`src/rtl/rcvf_merge.sv`:
```
module rcvf_merge #(
  parameter  int M = 8,
  localparam int T = $clog2(M),
  localparam int N = 3 ** T
) (
  input  logic [N-1:0] comp_i,
  input  logic [M-1:0] row_i,
  output logic [N-1:0] comp_o,
  output logic         dot_o
);

  function automatic int lvl_off(input int k);
    int s;
    int p;
    s = 0;
    p = 1;
    for (int i = 0; i < k; i++) begin
      s += p * (M >> i);
      p *= 3;
    end
    return s;
  endfunction

  localparam int RTOT = lvl_off(T + 1);

  logic [N-1:0] mst [0:T];
  assign mst[0] = comp_i;

  for (genvar l = 0; l < T; l++) begin : g_mlvl
    localparam int B = 3 ** (T - l);
    localparam int S = B / 3;
    for (genvar b = 0; b < N / B; b++) begin : g_blk
      for (genvar j = 0; j < S; j++) begin : g_pos
        localparam int O = b * B + j;
        assign mst[l+1][O]       = mst[l][O+S] ^ mst[l][O+2*S];
        assign mst[l+1][O+S]     = mst[l][O]   ^ mst[l][O+2*S];
        assign mst[l+1][O+2*S]   = mst[l][O]   ^ mst[l][O+S];
      end
    end
  end

  assign comp_o = mst[T];

  logic [RTOT-1:0] rf;
  assign rf[M-1:0] = row_i;

  for (genvar k = 1; k <= T; k++) begin : g_rlvl
    localparam int L   = M >> k;
    localparam int SRC = lvl_off(k - 1);
    localparam int DST = lvl_off(k);
    for (genvar p = 0; p < 3 ** (k - 1); p++) begin : g_vec
      for (genvar j = 0; j < L; j++) begin : g_pos
        assign rf[DST+3*p*L+j]     = rf[SRC+2*p*L+j];
        assign rf[DST+(3*p+1)*L+j] = rf[SRC+2*p*L+j] ^ rf[SRC+2*p*L+L+j];
        assign rf[DST+(3*p+2)*L+j] = rf[SRC+2*p*L+L+j];
      end
    end
  end

  assign dot_o = ^(rf[RTOT-1 -: N] & comp_i);

endmodule

```
`config.mk`:
```
export PLATFORM = sky130hd
export DESIGN_NAME = rcvf_merge
export DESIGN_NICKNAME = d
export VERILOG_FILES = /design/src/rtl/rcvf_merge.sv
export SDC_FILE = /design/constraint.sdc
export NUM_CORES = 1
export LEC_CHECK = 0
export ABC_AREA = 0
export BUFFER_PORTS_ARGS = -buffer_cell sky130_fd_sc_hd__buf_4
export CAP_MARGIN = 20
export CORE_UTILIZATION = 55
export DETAILED_ROUTE_END_ITERATION = 10
export GPL_ROUTABILITY_DRIVEN = 0
export MAX_ROUTING_LAYER = met4
export PLACE_DENSITY_LB_ADDON = 0.3
export RECOVER_POWER = 50
export SLEW_MARGIN = 20
export SYNTH_ARGS = -nofsm -noshare
export SYNTH_HDL_FRONTEND = slang
export SYNTH_SLANG_ARGS = --single-unit
```
`constraint.sdc`:
```
create_clock -name vclk -period 6.4
set_input_delay 1.92 -clock vclk [all_inputs]
set_output_delay 1.92 -clock vclk [all_outputs]
set_load 0.02 [all_outputs]
```
==> flow_results.org <==
** Outcome
- Status :: completed

** Final layout
- The post-route netlist has 25.9% of its cells at a drive strength greater than 1.
- After layout, the clock buffer instance count stands at 0.
- Signed area change from the synthesized netlist to the final layout :: 25.6%
- Sequential cells placed in the final layout were counted as 0.
- Number of standard cells in the final layout excluding fillers :: 282
- The final layout contains around 290 nets.
- Measured on the finished design, the core utilization comes to 73.5%.
- Count of inserted antenna diode cells :: 0
- Footprint of the flip-flops and latches :: 0 µm²

** Timing
- Setup slack on the critical path of the routed design comes to slightly above 0.7 ns.
- Ratio of final minimum period to clock period :: roughly nine tenths
- Final Max Tran Viols :: 0
- The number of failing hold endpoints at the final stage is 0.
- For the pin with the worst max-slew slack, the measured transition is 0.497 ns.
- Final min period :: between 5 and 6 ns
- Adding up every negative setup slack in the final design gives 0 ns.
- Worst relative slew slack :: 66.6%
- Final setup viols :: 0
- Maximum achievable frequency :: 176 MHz
- Setup repair after global routing left no endpoint under its margin.

** Min path
- The startpoint identified for the worst hold timing path is comp_i[14].
- Type of the most critical hold path :: in -> out
- Worst Hold Endpoint :: comp_o[7]
- Number of cells on the worst hold path :: 5

** Floorplanning
- Ports :: 63
- For this configuration, the core starts out at a cell density of 58.5%.
- Die extent in y :: around 56 µm
- Row generation in the floorplan step produced 19 rows.
- After floorplanning, the core was sized to cover 2780 µm².
- The die is 56.4 µm wide.
- Die area :: 3180 µm²

** Global route
- Global-route wire length before repair :: around 6.0 mm
- Global routing consumed, on the met2 layer, 43.9% of the routing resources.
- Global routing used 23.8% of the available tracks.
- For this run, global-route usage on met1 was measured as 29.2%.
- Largest net degree at the start of global routing :: 10
- GRT overflow :: 0
- Antenna violations before repair :: 0
- Grt met3 use :: approximately 1.4%
- Via count of the first global-routing pass :: 1358
- After global routing, the most crowded layer is met2.

** Setup path
- STA puts the critical path data arrival time at around 3.8 ns.
- The worst setup path is captured at a primary output.
- On the worst path, the slowest cell contributes a delay of 0.33 ns.
- Critical path data required time :: 4.48 ns
- Classification of the worst setup path :: in -> out
- Crit-path slowest cell :: sky130_fd_sc_hd__mux2_4
- Walking the worst path, the cells encountered are buf_4, xor2_4, xor2_1, mux2_4, a22oi_2, xnor3_1, xnor3_1, buf_4.
- Largest fanout of any net on the critical path :: 9
- The worst setup path is launched from an input port.

** Synth
- After technology mapping, the gate count stands at ~200.
- Syn avg cell area :: between 8 and 9 µm²
- The number of nets handed over by synthesis was 230.
- Largest area contributor in the netlist :: sky130_fd_sc_hd__xnor2_1
- Sequential cells were found to cover 0% of the synthesized design area.
- Count of different cell masters after synthesis :: 27
- Most area-consuming cells after synthesis :: sky130_fd_sc_hd__xnor2_1, sky130_fd_sc_hd__xor2_1, sky130_fd_sc_hd__nand2b_1
- Fraction of post-synthesis cell area in the top cell type by area :: 47.9%
- Synth warnings :: 0
- Total standard cell area after synthesis :: 1630 µm²

** Route
- In the routed design, unresolved DRC markers number 0.
- The detailed router finished its first iteration with 35 violations.
- Via density per instance :: 5.12
- Dividing the detail-routed wire length by the instance count gives 13.1 µm.
- Summing over every cut layer, the via total after detailed routing is 1444.
- Antenna Nets Post-Route :: 0
- Before antenna repair, the detailed router went through 4 iterations.
- Wire length reported by the detailed router :: around 3.7 mm

** Place
- Number of port buffers :: 63
- Post-place setup slack :: 0.723 ns
- Placed insts :: between 200 and 300
- Placed wire-length estimate :: 3.38 mm

** Clock network
- Post-CTS Setup Repair Bufs :: 0
- Hold buffers post-CTS :: 0
- Post-cts repair resize count :: 0

** Power
- Leakage power summed over all cells :: 0.771 nW
- Final Total Pwr :: 0.460 mW
- The worst-case IR drop observed on VDD is 185 µV.
- Areal power density over the cells :: 225 nW/µm²

** Run
- MaxCap Viol Count :: 0
==> power by group <==
group	internal [mW]	total (mW)	switching (mW)
Clock	0	0	0
Sequential	0	0	0
Combinational	0.212	0.460	0.248
==> placed cells by master, fill, tap and decap left out, drive strengths merged <==
cell / Yosys / routed
a211oi: 2 / 2
a21oi: 3 / 3
a22oi: 8 / 8
and2: 6 / 6
buf: 4 / 49
clkbuf: 3 / 14
inv: 2 / 2
mux2: 8 / 8
nand2: 10 / 10
nand2b: 18 / 18
nand3: 1 / 1
nor2: 2 / 2
o21ai: 8 / 8
o22a: 1 / 1
o22ai: 3 / 3
xnor2: 91 / 91
xnor3: 2 / 2
xor2: 23 / 23
==> final cells by class <==
| type | instances | area [µm²] |
|---|---|---|
| inverter | 2 | 7.51 |
| multi-input combinational | 186 | 1580 |
| fill | 243 | 738 |
| timing repair buffer | 63 | 420 |
| tap | 31 | 38.8 |
==> worst max path at each step <==
stage               endpoint      from  cells past startpoint
floorplan              dot_o  row_i[2]                      7
global placement       dot_o  row_i[4]                      8
detailed placement     dot_o  row_i[4]                      8
CTS                    dot_o  row_i[4]                      8
global route           dot_o  row_i[1]                      8
finish                 dot_o  row_i[4]                      8
==> kinds of logic (layout without fill, tap and decap cells) <==
group | Yosys count | after routing | synth area share, %
mux | 8 | 8 | 5.77
xor+xnor | 116 | 116 | 68.8
buf+inv | 9 | 65 | 3.08
compound gates | 25 | 25 | 10.1
simple gates | 37 | 37 | 12.3
==> per-layer routing <==
| metal | routed length (µm) | share of wire [%] |
|---|---|---|
| met4 | 57 | 1.5 |
| met5 | 0 | 0 |
| met3 | 169 | 4.6 |
| met2 | 1810 | 49 |
| met1 | 1660 | 45 |
==> metrics by stage <==
step	instance area, µm²	hold slack (ns)
floorplan	1630	4.20
global placement	2100	4.40
detailed placement	2100	4.42
CTS	2100	4.42
global route	2040	4.47
finish	2040	4.43
==> critical path, delay by kind of cell <==
family,cells,cell delay [ns]
compound gates,1,0.19
xor+xnor,4,0.99
buf+inv,2,0.32
mux,1,0.33
==> synthesized netlist by cell type, drive strengths merged <==
| cell | number |
|---|---|
| clkbuf | 3 |
| buf | 4 |
| xnor3 | 2 |
| nor2 | 2 |
| nand2 | 10 |
| nand3 | 1 |
| mux2 | 8 |
| xor2 | 23 |
| xnor2 | 91 |
| and2 | 6 |
| a21oi | 3 |
| o22a | 1 |
| o22ai | 3 |
| a22oi | 8 |
| inv | 2 |
| nand2b | 18 |
| o21ai | 8 |
| a211oi | 2 |
No activity file was read; power rests on OpenSTA's default activity.
